[src/rtl/seg_pkg.sv]
package seg_pkg;

    localparam int SEG_W  = 16;
    localparam int OFF_W  = 16;
    localparam int NSEG   = 4;
    localparam int SHIFT  = 4;
    localparam int IDX_W  = $clog2(NSEG);
    localparam int ADDR_W = SEG_W + SHIFT;

    typedef enum logic [1:0] {
        ACC_FETCH  = 2'd0,
        ACC_STACK  = 2'd1,
        ACC_DATA   = 2'd2,
        ACC_STRDST = 2'd3
    } acc_kind_e;

    typedef enum logic [1:0] {
        SEG_CODE  = 2'd0,
        SEG_DATA  = 2'd1,
        SEG_STACK = 2'd2,
        SEG_EXTRA = 2'd3
    } seg_idx_e;

endpackage

[src/rtl/seg_regfile.sv]
module seg_regfile #(
    parameter int NSEG     = seg_pkg::NSEG,
    parameter int SEG_W    = seg_pkg::SEG_W,
    parameter int CODE_IDX = 0,
    parameter logic [SEG_W-1:0] CODE_RST = '1,
    localparam int IDX_W   = $clog2(NSEG)
) (
    input  logic                           clk,
    input  logic                           rst_n,
    input  logic                           wr_en,
    input  logic [IDX_W-1:0]               wr_idx,
    input  logic [SEG_W-1:0]               wr_val,
    output logic [NSEG-1:0][SEG_W-1:0]     seg_o
);

    typedef struct packed {
        logic [NSEG-1:0][SEG_W-1:0] seg;
    } state_t;

    state_t state_d, state_q;
    logic [NSEG-1:0][SEG_W-1:0] rst_img;

    // Reset image: the code entry starts at its own value, the others start at zero.
    for (genvar g = 0; g < NSEG; g++) begin : g_rst
        if (g == CODE_IDX) begin : g_code
            assign rst_img[g] = CODE_RST;
        end else begin : g_zero
            assign rst_img[g] = '0;
        end
    end

    always_comb begin
        state_d = state_q;
        if (wr_en) begin
            state_d.seg[wr_idx] = wr_val;
        end
    end

    always_ff @(posedge clk or negedge rst_n) begin
        if (!rst_n) begin
            state_q.seg <= rst_img;
        end else begin
            state_q <= state_d;
        end
    end

    assign seg_o = state_q.seg;

endmodule

[src/rtl/seg_select.sv]
module seg_select
    import seg_pkg::*;
(
    input  acc_kind_e kind_i,
    input  logic      ovr_vld_i,
    input  seg_idx_e  ovr_sel_i,
    output seg_idx_e  idx_o
);

    seg_idx_e dflt;

    always_comb begin
        unique case (kind_i)
            ACC_FETCH:  dflt = SEG_CODE;
            ACC_STACK:  dflt = SEG_STACK;
            ACC_DATA:   dflt = SEG_DATA;
            default:    dflt = SEG_EXTRA;
        endcase
    end

    // The override only applies to accesses through stack or data pointers.
    always_comb begin
        idx_o = dflt;
        if (ovr_vld_i && (kind_i == ACC_STACK || kind_i == ACC_DATA)) begin
            idx_o = ovr_sel_i;
        end
    end

endmodule

[src/rtl/seg_addr_sum.sv]
module seg_addr_sum #(
    parameter int SEG_W = seg_pkg::SEG_W,
    parameter int OFF_W = seg_pkg::OFF_W,
    parameter int SHIFT = seg_pkg::SHIFT,
    localparam int ADDR_W = SEG_W + SHIFT
) (
    input  logic [SEG_W-1:0]  base_i,
    input  logic [OFF_W-1:0]  off_i,
    output logic [ADDR_W-1:0] addr_o
);

    logic [ADDR_W-1:0] base_sh;
    logic [ADDR_W-1:0] off_ext;

    assign base_sh = {base_i, {SHIFT{1'b0}}};
    assign off_ext = ADDR_W'(off_i);
    // The sum is cut to ADDR_W bits, so it wraps at the top of the space.
    assign addr_o  = base_sh + off_ext;

endmodule

[src/rtl/seg_addr_gen.sv]
module seg_addr_gen
    import seg_pkg::*;
(
    input  logic                 clk,
    input  logic                 rst_n,
    input  logic                 ld_en,
    input  logic [IDX_W-1:0]     ld_sel,
    input  logic [SEG_W-1:0]     ld_val,
    input  logic [1:0]           acc_kind,
    input  logic                 ovr_vld,
    input  logic [IDX_W-1:0]     ovr_sel,
    input  logic [OFF_W-1:0]     offset,
    output logic [ADDR_W-1:0]    phys_addr,
    output logic [IDX_W-1:0]     seg_used
);

    logic [NSEG-1:0][SEG_W-1:0] seg_vals;
    seg_idx_e                   sel_idx;
    logic [SEG_W-1:0]           base;

    seg_regfile #(
        .NSEG     (NSEG),
        .SEG_W    (SEG_W),
        .CODE_IDX (int'(SEG_CODE)),
        .CODE_RST ({SEG_W{1'b1}})
    ) u_regs (
        .clk    (clk),
        .rst_n  (rst_n),
        .wr_en  (ld_en),
        .wr_idx (ld_sel),
        .wr_val (ld_val),
        .seg_o  (seg_vals)
    );

    seg_select u_sel (
        .kind_i    (acc_kind_e'(acc_kind)),
        .ovr_vld_i (ovr_vld),
        .ovr_sel_i (seg_idx_e'(ovr_sel)),
        .idx_o     (sel_idx)
    );

    assign base = seg_vals[sel_idx];

    seg_addr_sum #(
        .SEG_W (SEG_W),
        .OFF_W (OFF_W),
        .SHIFT (SHIFT)
    ) u_sum (
        .base_i (base),
        .off_i  (offset),
        .addr_o (phys_addr)
    );

    assign seg_used = sel_idx;

endmodule

[config.mk]
export PLATFORM = sky130hd
export DESIGN_NAME = seg_addr_gen
export DESIGN_NICKNAME = d
export VERILOG_FILES = /design/src/rtl/seg_pkg.sv /design/src/rtl/seg_regfile.sv /design/src/rtl/seg_select.sv /design/src/rtl/seg_addr_sum.sv /design/src/rtl/seg_addr_gen.sv
export SDC_FILE = /design/constraint.sdc
export NUM_CORES = 1
export LEC_CHECK = 0
export ABC_AREA = 0
export BUFFER_PORTS_ARGS = -buffer_cell sky130_fd_sc_hd__buf_4
export CORE_ASPECT_RATIO = 1.4
export CORE_MARGIN = 2
export CORE_UTILIZATION = 55
export DETAILED_ROUTE_END_ITERATION = 12
export PLACE_DENSITY = 0.84
export SETUP_SLACK_MARGIN = 0.05
export SYNTH_ARGS = -nofsm -noshare
export SYNTH_HDL_FRONTEND = slang
export SYNTH_SLANG_ARGS = --single-unit
[constraint.sdc]
create_clock -name clk -period 9.7 [get_ports clk]
set_input_delay 0.485 -clock clk [delete_from_list [all_inputs] [get_ports clk]]
set_output_delay 0.485 -clock clk [all_outputs]
set_load 0.005 [all_outputs]
Yosys cells after proc, flatten, opt, wreduce, memory -nomap -nowiden
Index checks and enable logic that the tools add are counted.
{"block": "op_classes", "add_sub_neg": 1, "n_eq_ne": 2, "n_shift": 0, "muxes": 7, "n_div": 0, "magnitude_cmp": 3, "n_reduce_logical": 4, "n_mul": 0, "bitwise_logic": 0}
{"op": "bitwise mux 64 bit", "n": 1}
{"op": "binary-select mux 16 bit (select 2 bit)", "n": 1}
{"op": "demux 16 bit (select 2 bit)", "n": 1}
{"op": "2-to-1 mux 16 bit", "n": 2}
{"op": "adder 20 x 16 -> 20 bit", "n": 1}
{"op": "less-than comparator 2 x 3 -> 1 bit, second input constant", "n": 2}
{"op": "case mux 2 bit (3 select lines)", "n": 1}
{"op": "== test 2 x 1 -> 1 bit, second input constant", "n": 1}
{"op": "== test 2 bit, second input constant", "n": 1}
{"op": "greater-or-equal comparator 2 x 1 -> 1 bit, second input constant", "n": 1}
{"op": "logical AND 1 bit", "n": 2}
{"op": "logical NOT 2 bit", "n": 1}
{"op": "2-to-1 mux 2 bit", "n": 1}
{"op": "logical OR 1 bit", "n": 1}
{"block": "totals", "wordCells": 21, "out_inout_bits": 22, "latch_bits": 0, "n_memories": 0, "mem_bits_rw": 0, "ff_bits": 64, "input_bits": 42, "mem_bits_ro": 0}

Depth between registers and ports, before layout
Gate-level depths: netlist (run 1).
{"block": "logic_depth", "depth_word": 7, "mapped_depth": 17, "depth_no_buf": 16}

By module
Synthesis (run 1) repeated with hierarchy kept, for this count alone.
{"block": "hier_totals", "hier_cells": 276, "area_unflattened_um2": 3771.1}
{"module": "seg_regfile", "seq_area_each_um2": 1621.6, "area_per_inst_um2": 2431.1, "n_inst": 1, "cells_each": 136}
{"module": "seg_addr_sum", "seq_area_each_um2": 0.0, "area_per_inst_um2": 820.8, "n_inst": 1, "cells_each": 108}
{"module": "seg_addr_gen", "seq_area_each_um2": 0.0, "area_per_inst_um2": 424.2, "n_inst": 1, "cells_each": 20}
{"module": "seg_select", "seq_area_each_um2": 0.0, "area_per_inst_um2": 95.1, "n_inst": 1, "cells_each": 12}

Worst setup path before layout (run 1)
No wires, ideal clock.
{"block": "synth_timing", "path_kind": "input -> output", "startpoint": "input acc_kind[0]", "endpoint": "output phys_addr[18]", "path_stages": 17, "required_time_ps": 9215, "arrival_time_ps": 3558, "path_buffers": 2, "setup_slack_ps": 5657, "cell_sequence": "inv_1 ha_1 nor2b_4 mux2_4 buf_6 buf_2 nand2_1 and3_1 a31oi_1 ha_1 fa_1 a21o_1 a21oi_1 o211ai_1 a221oi_2 nor3b_2 xor2_1"}
{"block": "synth_between", "elab_chain_len": 7, "elab_cells_between_ends": 10, "cone_classes": "add/sub: 1; eq/ne: 2; mux: 4; reduce/logical: 3"}
{"item": "start, declared", "line": "seg_addr_gen.sv:9", "source": "input logic [1:0] acc_kind,"}
{"item": "parallel branches: the longest is 3 deep, another holds case mux 2 bit (3 select lines)"}
{"item": "2-to-1 mux 2 bit *", "line": "seg_select.sv:24", "source": "if (ovr_vld_i && (kind_i == ACC_STACK || kind_i == ACC_DATA)) begin"}
{"item": "binary-select mux 16 bit (select 2 bit) *", "line": "seg_addr_gen.sv:42", "source": "assign base = seg_vals[sel_idx];"}
{"item": "2-to-1 mux 16 bit (not written as such) *", "line": "seg_addr_gen.sv:42"}
{"item": "adder 20 x 16 -> 20 bit *", "line": "seg_addr_sum.sv:18", "source": "assign addr_o = base_sh + off_ext;"}
{"item": "end, declared", "line": "seg_addr_gen.sv:13", "source": "output logic [ADDR_W-1:0] phys_addr,"}
Every way passes the cells marked *. The select of a mux whose other input is x is not followed.

Worst setup path after layout (run 1)
Same ends and word-level chain as after synthesis.

==> results summary, run 1 <==
The tree is rooted in a sky130_fd_sc_hd__clkbuf_8. The total number of vias is 2569. The number of antenna cells inserted came out at 0. The shortest clock period the worst path allows after layout came out at 5200 ps. The number of levels the H-tree was split into is 3. The wire length of the first global-routing pass is 12.1 mm. The signal arrival time at the worst endpoint is 4720 ps.

The initial antenna violation count came out at 0. At the later pin of the worst-skew pair, clock insertion delay measures 330 ps. The area taken by multi-input logic gates came out at 1860 sq um. Sorting the synthesized cells by area gives the leading types as sky130_fd_sc_hd__dfrtp_1, sky130_fd_sc_hd__mux2_2, sky130_fd_sc_hd__dfstp_2. The first detailed-routing pass took 4 iterations. In the final timing run, aggregate negative setup slack is 0 ps. The power density relative to cell area is 211 nW/um^2. Ranked by instance count, the synthesized netlist is headed by sky130_fd_sc_hd__mux2_2, sky130_fd_sc_hd__nand2_1, sky130_fd_sc_hd__dfrtp_1. The pin slew with the least headroom to its limit came out at 1000 ps. In this run, the number of DRC markers left after iteration 0 of detailed routing was 118.

The register-to-register setup slack is 8910 ps. The total of max-cap violations is 0. In the post-synthesis netlist, the cell with the most instances is sky130_fd_sc_hd__mux2_2.

In the global route stage, overall resource usage came out at 0.219. The worst register-to-register path ends at u_regs.seg_o[29]. TritonCTS built the clock tree. The layout-stage area growth over the synthesis result is 17.3%.

The die is 99.7 microns tall. The placed wire-length estimate is 5.14 mm. The top layer reached by signal wires is met4. Setup repair after global routing left no endpoint under its margin. The sequential cell area in the final layout is 1620 sq um. The floorplan has 34 rows. The share of async-settable or async-resettable flops after synthesis came out at 1.00. The floorplan step defined a die boundary enclosing 7210 sq um. The count of hold-fix buffers inserted at cts is 0. The worst slack at placement came out at 4530 ps.

The average detailed-routed wire length per instance came out at 16.2 microns. The proportion of netlist area held by the largest area contributor is 0.334. The aggregate global routing overflow is 0.

The synthesized design spends more area on one cell type than any other, namely sky130_fd_sc_hd__dfrtp_1. The top achievable clock speed is 192 MHz. The part of the Yosys area used for sequential elements came out at 0.451. The area of the placeable core is 6250 sq um. The per-instance average area after synthesis is 11.1 sq um. The worst setup path is captured at a primary output. In the synthesized netlist the dominant register cell turns out to be sky130_fd_sc_hd__dfrtp_1.

VDD sags by at most 112 uV. The synthesized cell area is 3600 sq um. Clock tree synthesis found a total of 64 sinks.

The kind of critical path is in2out. The number of enable-type register cells in the synthesized netlist is 0. Clock-pin slew was measured on the worst setup and hold paths at 70 ps. The number of global-route vias before repair is 2548. The number of synthesized register bits came out at 64. The worst reg2reg path depth is 1. The setup fix buffers added after clock tree synthesis came out at 0. The layout has 447 filler cells. The count of unique library cells instantiated by Yosys came out at 40. The chip width is 72.4 microns. The routed design has 7.34 mm of wire. The maximum number of pins on one net before global-route repair came out at 65. Post-CTS repair changed the size of 0 cells. In the routed design, unresolved DRC markers number 0. The effective utilization at floorplan is 0.575. The flow ran to the end, and the final reports show no timing, DRC or antenna violations. At the worst endpoint, the required time is 9220 ps. The deepest clock path buffer count came out at 2. The headroom to the max-slew limit came out at 0.329. The setup slack after layout came out at 4500 ps.

Detailed routing placed a total of 228 microns of wire on met3. The number of warnings issued by yosys came out at 0. The flip-flop count of the largest register after layout came out at 64. The total power came out at 889 uW.

At the end of routability-driven placement, the weighted congestion stood at 0.841. The count of pins over their slew limit is 0. At the end of the flow, the number of nets in the layout was 434. In this run the count of I/O pins placed on the die edge is 64. The routed via count divided by cell count is 5.68.

The post-route clock period utilization came out at 0.536. The worst setup skew after layout came out at 0 ps. The min-delay analysis places its worst path in the category in2async. The final hold violation count came out at 0. The post-route met1 wirelength came out at 3.12 mm. Synthesis produced 323 cells. In the final layout, the share of cells above drive strength 1 is 0.416.

In this run the tool buffered the top-level ports with 55 buffer cells. The number of nets with antenna violations after detailed routing is 0. The total clock buffers created by CTS is 9.

In this run the worst path has a maximum fanout of 34. The final count of negative-setup-slack endpoints is 0. The worst setup path is launched from an input port.

For this design the static power due to leakage is 1.96 nW. The startpoint identified for the worst register-to-register timing path is u_regs.seg_o[29]. The post-synthesis net count came out at 382. The wire length on met2 came out at 3.84 mm.
-- final cells by class --
cell class,count,area share
inverter,8,0.00712
tap,72,0.0213
clock inverter,3,0.00949
multi-input combinational,236,0.441
timing repair buffer,56,0.0996
clock buffer,13,0.0377
sequential,64,0.384
-- logic make-up after synthesis --
logic type / count (synthesis) / share of synthesized area
AND/OR/NAND/NOR: 89 / 0.116
multiplexers: 74 / 0.231
flip-flops: 64 / 0.451
AO/OA/AOI/OAI: 43 / 0.0769
buffers and inverters: 23 / 0.0323
adder cells (fa/ha/maj): 17 / 0.0612
XOR/XNOR: 13 / 0.0317
-- how the worst max path moves through the flow --
stage	startpoint	endpoint	depth (start not counted)
3_5_place_dp	acc_kind[0]	phys_addr[18]	18
4_1_cts	acc_kind[0]	phys_addr[18]	18
3_3_place_gp	acc_kind[0]	phys_addr[18]	18
6_report	acc_kind[0]	phys_addr[18]	18
2_1_floorplan	acc_kind[0]	phys_addr[18]	17
5_1_grt	acc_kind[0]	phys_addr[18]	18
-- power breakdown --
group | internal [mW] | switching [mW]
logic | 0.169 | 0.143
clock network | 0.132 | 0.0921
registers | 0.327 | 0.0255
total | 0.628 | 0.261
-- cell usage in the layout (no fill, tap or decap), drive strengths merged --
cell	n
o21ba	1
mux2	66
and2	1
mux2i	8
nor3b	2
o211ai	1
and2b	1
clkinv	3
o21bai	1
and3	12
o21ai	7
nand2	54
nor2b	1
xor2	4
fa	1
dfstp	16
xnor2	9
dfrtp	48
nor2	10
nand2b	1
a211oi	3
bufinv	1
clkbuf	13
nand4b	1
a21o	5
buf	56
ha	16
a221oi	1
a21boi	1
a21oi	9
nand3	3
nor3	1
o21a	1
nand3b	2
inv	7
a31oi	13
-- routing by layer --
| metal | global-route usage | vias up |
|---|---|---|
| met2 | 0.371 | 53 |
| met5 | 0 | - |
| met1 | 0.271 | 1260 |
| li1 | - | 1241 |
| met4 | 0.0900 | 0 |
| met3 | 0.0395 | 15 |
-- critical path, cell delays in order --
cell and delay (ps):
sky130_fd_sc_hd__buf_4 90, sky130_fd_sc_hd__inv_1 40, sky130_fd_sc_hd__ha_1 310, sky130_fd_sc_hd__nor2b_4 140, sky130_fd_sc_hd__mux2_4 430, sky130_fd_sc_hd__clkinv_1 680
sky130_fd_sc_hd__nand2_1 220, sky130_fd_sc_hd__and3_1 170, sky130_fd_sc_hd__a31oi_1 40, sky130_fd_sc_hd__ha_1 250, sky130_fd_sc_hd__fa_1 400, sky130_fd_sc_hd__a21o_1 170
sky130_fd_sc_hd__a21oi_1 330, sky130_fd_sc_hd__o211ai_1 150, sky130_fd_sc_hd__a221oi_2 400, sky130_fd_sc_hd__nor3b_2 100, sky130_fd_sc_hd__xor2_1 150, sky130_fd_sc_hd__buf_4 150
-- metrics by stage --
step	utilization	instances	area [sq um]	hold WS, ps
final	0.675	452	4220	222
after CTS	0.675	452	4220	250
after global placement	0.643	436	4020	486
after global routing	0.675	452	4220	295
after detailed placement	0.643	436	4020	493
after floorplan	-	323	3600	189
Note: power is estimated with default switching activity, not from simulation.
==> run 2, diff against run 1 <==
- clock period: 9.7 -> 4.9 ns (I/O delays scaled with it)
==> run 2 against run 1 <==
Against the previous run:
- the flow now finishes with violations (negative hold slack)
- utilization increased by 0.24 points
- highest routed layer unchanged
- largest power group unchanged
- cell count increased by 0.44%
- die area unchanged
- clock-buffer cell count unchanged
- setup slack got worse by 3700 ps
- non-clock buffer count increased by 2
- global-route usage increased by 0.60 points
==> results summary, run 2 (same netlist as run 1, synthesis figures left out) <==
The aggregate global routing overflow is 0 (unchanged). The cell-internal power is 1.25 mW (+98%). The chip width is 72.4 microns (unchanged). The critical path in this run is classified as in2out. The detailed-route wire length is 7.57 mm (+3.1%). The total I/O pin count came out at 64 (unchanged).

The routed via count divided by cell count came to 5.76 (+1.4%). The min-delay analysis places its worst path in the category in2async. The capturing element type of the critical path is a primary output. The relative contribution of sequential cells to total power is 0.395 (about the same). The type of origin of the critical path is an input port.

The root buffer cell chosen for the clock tree is sky130_fd_sc_hd__clkbuf_8. The share of final-layout standard cells stronger than drive strength 1 came to 0.419 (+0.00306). The power density relative to cell area was 418 nW/um^2 (+98%). The number of antenna cells inserted is 0 (unchanged). Based on the critical path, the design can be clocked at up to 246 MHz. The post-route clock period utilization came out at 0.828.

The full die area is 7210 sq um (unchanged). Counting I/O delays and the setup requirement, the final critical path takes 4060 ps. The checks that failed: negative hold slack. The total clock buffers created by CTS came out at 9 (unchanged). The wire length of the first global-routing pass is 12.5 mm (+3.8%).

The number of levels the H-tree was split into is 3 (unchanged). The initial antenna violation count came out at 0 (unchanged). The leakage component of the power came out at 1.97 nW (+0.49%).

The required time of the critical path came out at 4660 ps (-4560 ps). The top cell types in the final layout, fill and taps aside, are sky130_fd_sc_hd__mux2_2, sky130_fd_sc_hd__buf_4, sky130_fd_sc_hd__nand2_1, sky130_fd_sc_hd__dfrtp_1. The signal arrival time at the worst endpoint is 3810 ps (-910 ps). The clock power share is 0.253 (about the same).

The setup TNS after final layout is 0 ps (unchanged). The number of nets with antenna violations after detailed routing came to 0 (unchanged). The net switching power came out at 525 uW (+100%). The total number of vias came out at 2616 (+1.8%).

The post-cts gate resize count came to 0 (unchanged). The area of the placeable core is 6250 sq um (unchanged). The flip-flop count of the largest register after layout came to 64 (unchanged). TritonCTS built the clock tree.

The peak supply drop came out at 283 uV (+150%). The number of placement rows came out at 34 (unchanged). Setup repair after global routing left no endpoint under its margin. The fraction of power spent switching nets is 0.297 (+0.00303). The height of the die came to 99.7 microns (unchanged). The pin slew with the least headroom to its limit came out at 955 ps (-47.9 ps). The clock latency at the later pin of the worst-skew pair came out at 340 ps (about the same).

The placed wire-length estimate came to 5.36 mm (+4.1%). The final hold violation count is 8 (+8). The clock transition at the registers of the reported paths is 60 ps (about the same).

The last weighted congestion value of the routability-driven placer came out at 0.898 (+6.8%). The flow ran to the end, but the final reports show violations. The number of DRC markers in iteration 0 came out at 85 (-28%). Compared with the post-synthesis result, the final layout area differs by 17.7%. The count of hold-fix buffers inserted at cts is 0 (unchanged). The smallest hold slack came out at -21.0 ps (-243 ps). The post-detailed-route DRC marker count came out at 0 (unchanged). The total routing usage reported by global routing is 0.225 (+0.00599).

The deepest clock path buffer count is 2 (unchanged). The headroom to the max-slew limit came out at 0.362 (+0.0322). The number of global-route vias before repair is 2734 (+7.3%). The worst setup skew after layout was 0 ps (unchanged).

The sink count of the clock tree came out at 64 (unchanged). Leaving out fill and tap cells, the most frequent cell in the layout is sky130_fd_sc_hd__mux2_2. The count of buffers inserted at the top-level ports came out at 55 (unchanged). The part of the total power dissipated in combinational logic came out at 0.352 (about the same). The layout net count was 436 (+0.46%). The final count of negative-setup-slack endpoints came to 0 (unchanged). The fraction of the core area covered by cells at the end of the flow came out at 0.677 (+0.00240). The effective utilization at floorplan came out at 0.575 (unchanged). The setup fix buffers added after clock tree synthesis is 0 (unchanged). The iteration count of the initial detailed-routing pass came out at 4 (unchanged).

The count of pins over their slew limit is 0 (unchanged). The total of max-cap violations is 0 (unchanged). The maximum number of pins on one net before global-route repair was 65 (unchanged).

The average detailed-routed wire length per instance came to 16.7 microns (+2.7%). The top fanout value on the critical path was 23 (-32%).
[run 2: cell count changes in the layout (fill, tap and decap cells not counted), sizes merged]
cell	before	now
buf	56	58
[run 2: critical path: stages]
cell and delay (ps):
sky130_fd_sc_hd__buf_4 90, sky130_fd_sc_hd__inv_1 40, sky130_fd_sc_hd__ha_1 320, sky130_fd_sc_hd__nor2b_4 140, sky130_fd_sc_hd__mux2_4 380, sky130_fd_sc_hd__clkinv_1 110
sky130_fd_sc_hd__buf_4 260, sky130_fd_sc_hd__nand2_1 70, sky130_fd_sc_hd__and3_1 160, sky130_fd_sc_hd__a31oi_1 290, sky130_fd_sc_hd__ha_1 260, sky130_fd_sc_hd__nand3_1 140
sky130_fd_sc_hd__nor3_1 240, sky130_fd_sc_hd__o21ai_1 130, sky130_fd_sc_hd__o21ai_0 350, sky130_fd_sc_hd__nand4b_1 210, sky130_fd_sc_hd__xnor2_1 210, sky130_fd_sc_hd__buf_4 130
[run 2: path summary, 6_finish.rpt]
path / startpoint / to / slack (ps) / cells past startpoint
hold / removal: rst_n / u_regs.seg_o[60] / -20 / 1
min in group clk: ld_val[12] / u_regs.seg_o[44] / 170 / 2
setup reg to reg: u_regs.seg_o[33] / u_regs.seg_o[33] / 4120 / 1
setup / recovery: acc_kind[0] / phys_addr[19] / 840 / 18
max in group asynchronous: rst_n / u_regs.seg_o[53] / 4390 / 1
hold reg to reg: u_regs.seg_o[21] / u_regs.seg_o[21] / 500 / 1
[run 2: area by class of cell]
type | count | area, sq um
fillers | 473 | 2020
inverters | 8 | 30.0
clock buffers | 13 | 159
well taps | 72 | 90.1
multi-input cells | 236 | 1860
flip-flops and latches | 64 | 1620
repair buffers | 58 | 435
clock inverters | 3 | 40.0
[run 2: power groups by stage]
stage               sequential [mW]  clock [mW]  combinational [mW]
CTS                           0.698       0.459               0.626
global placement              0.703           0               0.605
finish                        0.700       0.447               0.623
global route                  0.710       0.478               0.683
floorplan                     0.689           0               0.404
detailed placement            0.707           0               0.624
[run 2: per-layer routing]
layer	share of wire	vias up	GRT usage
li1	-	1237	-
met1	0.42	1308	0.270
met2	0.52	61	0.382
met3	0.040	10	0.0486
met4	0.018	0	0.100
met5	0	-	0
[run 2: stage by stage]
step                      power (mW)  instances  instance area, sq um  worst slack, ps  hold slack, ps
after floorplan                 1.09        323                  3600             1340           -50.6
after global placement          1.31        438                  4040              972             361
after detailed placement        1.33        438                  4040              880             373
after CTS                       1.78        454                  4240              870            9.64
after global routing            1.87        454                  4240              629            36.4
final                           1.77        454                  4240              843           -21.0
==> run 3, diff against run 2 <==
- CORE_UTILIZATION: 55 -> 51
- PLACE_DENSITY: 0.84 -> 0.82
- clock period: 4.9 -> 3.45 ns (I/O delays scaled with it)
==> run 3 against run 2 <==
Against the previous run:
- the flow now finishes without violations
- die area increased by 7.5%
- sequential power rose by 42%
- cell count increased by 13%
- hold slack improved by 110 ps
- critical path depth grew 1
- clock-buffer cell count did not move
- routed wire length up 13%
- non-clock buffer count is 37 higher
- clock power is 48% higher
- global-route usage hardly changed
- via count increased by 7.1%
- total power up 57%
- largest cell class unchanged
- largest power group is now combinational logic
- highest routed layer unchanged
==> results summary, run 3 (same netlist as run 1, synthesis figures left out) <==
The initial antenna violation count is 0 (unchanged). The number of DRC markers in iteration 0 is 93 (+9.4%). The power density relative to cell area came to 582 nW/um^2 (+39%). The top fanout value on the critical path is 13 (-43%).

The effective utilization at floorplan came out at 0.522 (-0.0533). The number of antenna cells inserted was 0 (unchanged). The type of origin of the critical path is an input port. The pin slew with the least headroom to its limit came out at 962 ps (+7.03 ps). The average detailed-routed wire length per instance is 16.6 microns (-0.12%).

The area of placed instances came out at 4280 sq um (+6.0%). TritonCTS built the clock tree. The kind of critical path is in2out. The total clock buffers created by CTS is 9 (unchanged). The height of the die is 103 microns (+3.7%).

The worst setup skew after layout came out at 0 ps (unchanged). The count of buffers inserted at the top-level ports is 55 (unchanged). The final cell area excluding filler cells is 4780 sq um (+13%). The final count of negative-setup-slack endpoints is 0 (unchanged).

The endpoint of the worst-slack reg-to-reg timing path is u_regs.seg_o[19]. The wire length of the first global-routing pass is 13.0 mm (+4.1%). The total of max-cap violations came out at 0 (unchanged). The count of pins over their slew limit is 0 (unchanged). The number of global-route vias before repair was 2813 (+2.9%).

The post-route clock period utilization came out at 0.968. The total power is 2.78 mW (+57%). The last weighted congestion value of the routability-driven placer came to 0.888 (-1.2%).

The shortest clock period the worst path allows after layout is 3340 ps. The worst slack at placement is -84.4 ps (-964 ps). Setup repair after global routing could not meet its margin everywhere.

The routed via count divided by cell count came out at 5.45 (-5.4%). The deepest clock path buffer count came out at 2 (unchanged). The capturing element type of the critical path is a primary output. The flip-flop count of the largest register after layout is 64 (unchanged).

The run finished with clean final reports. The area of the placeable core is 6890 sq um (+10%). The final hold violation count came to 0 (-8).

The most frequent standard cell in the layout excluding fill and tap cells is sky130_fd_sc_hd__buf_4. The maximum number of pins on one net before global-route repair is 65 (unchanged). The clock latency at the later pin of the worst-skew pair came out at 340 ps (about the same). The number of cells on the worst hold path came out at 2. The leakage component of the power came out at 2.18 nW (+11%). The total number of vias is 2802 (+7.1%).

In this run the most critical hold path is launched from ld_val[10]. The reg-to-reg startpoint is u_regs.seg_o[19]. The master cell of the clock root buffer is sky130_fd_sc_hd__clkbuf_8.

Timing would allow up to 300 MHz. The number of levels the H-tree was split into came to 3 (unchanged). The peak supply drop was 352 uV (+25%). The worst min-delay path class is in2reg.

The worst reg2reg path depth came to 1 (unchanged). The chip width came out at 75.0 microns (+3.6%). The total I/O pin count came out at 64 (unchanged). The signal arrival time at the worst endpoint was 3170 ps (-640 ps). The total routing usage reported by global routing came out at 0.225 (about the same). The sink count of the clock tree came out at 64 (unchanged). The placed wire-length estimate came out at 5.74 mm (+7.1%). The register-to-register setup slack is 2650 ps (-1470 ps).

Leaving out fill and tap cells, the most frequent cells in the layout are sky130_fd_sc_hd__buf_4, sky130_fd_sc_hd__mux2_2, sky130_fd_sc_hd__nand2_1, sky130_fd_sc_hd__dfrtp_1, sky130_fd_sc_hd__dfstp_2. The setup slack after layout came to 111 ps (-731 ps). The clock transition at the registers of the reported paths came out at 70 ps (about the same).

The iteration count of the initial detailed-routing pass is 4 (unchanged). The full die area was 7750 sq um (+7.5%). The number of nets with antenna violations after detailed routing was 0 (unchanged). The aggregate global routing overflow came to 0 (unchanged).

The required time of the critical path is 3280 ps (-1380 ps). The share of final-layout standard cells stronger than drive strength 1 came to 0.530 (+0.111). The post-detailed-route DRC marker count is 0 (unchanged). The layout-stage area growth over the synthesis result came out at 32.9%. The headroom to the max-slew limit is 0.357 (-0.00484). The worst-case hold path end point is u_regs.seg_o[58].

The layout net count is 473 (+8.5%). The number of placement rows came out at 36 (+5.9%). The detailed-route wire length is 8.56 mm (+13%).
[run 3: critical path, stage by stage]
cell	delay, ps
sky130_fd_sc_hd__buf_6	100
sky130_fd_sc_hd__ha_4	240
sky130_fd_sc_hd__nor2b_4	120
sky130_fd_sc_hd__mux2_4	360
sky130_fd_sc_hd__clkinv_4	90
sky130_fd_sc_hd__buf_12	130
sky130_fd_sc_hd__nand2_1	50
sky130_fd_sc_hd__and3_1	190
sky130_fd_sc_hd__a31oi_4	190
sky130_fd_sc_hd__buf_4	140
sky130_fd_sc_hd__ha_1	210
sky130_fd_sc_hd__a21oi_1	210
sky130_fd_sc_hd__o21ai_1	150
sky130_fd_sc_hd__o21ai_1	190
sky130_fd_sc_hd__o21ai_0	100
sky130_fd_sc_hd__buf_4	150
sky130_fd_sc_hd__nand4b_1	100
sky130_fd_sc_hd__xnor2_1	130
sky130_fd_sc_hd__buf_4	130
[run 3: stage by stage]
step | instances | util | setup TNS [ps] | hold WS [ps]
floorplan | 323 | - | 0 | -123
global placement | 489 | 0.621 | 0 | 290
detailed placement | 489 | 0.621 | -188 | 303
CTS | 510 | 0.667 | 0 | 74.8
global route | 514 | 0.694 | -205 | 80.7
finish | 514 | 0.694 | 0 | 84.8
[run 3: per-layer routing]
layer	global-route usage	part of all wire
met1	0.271	0.40
met2	0.377	0.54
met3	0.0533	0.032
met4	0.100	0.027
met5	0	0
[run 3: layout make-up]
cell class	count	area, sq um
flip-flops and latches	64	1620
clock inverters	3	40.0
inverters	8	40.0
multi-input cells	236	2040
fillers	491	2110
well taps	95	119
clock buffers	13	169
repair buffers	95	754
[run 3: worst max path at each step]
stage	startpoint	to	slack [ps]
finish	acc_kind[1]	phys_addr[19]	110
global route	acc_kind[0]	phys_addr[19]	-80
CTS	acc_kind[0]	phys_addr[18]	60
detailed placement	acc_kind[0]	phys_addr[18]	-80
global placement	acc_kind[0]	phys_addr[19]	40
floorplan	acc_kind[0]	phys_addr[18]	100
[run 3: report_power, final]
group	total, mW	switching, mW	internal (mW)
logic	1.13	0.490	0.636
clock network	0.661	0.270	0.391
registers	0.995	0.0759	0.919
total	2.78	0.836	1.95
[run 3: timing repair]
action                                  in CTS  in global routing
hold buffers                                 1                  0
gates resized for setup                     16                 30
buffers inserted                             4                  5
pin swaps                                   11                 17
endpoints found under the setup margin       8                  8
endpoints found under the hold margin       48                  0
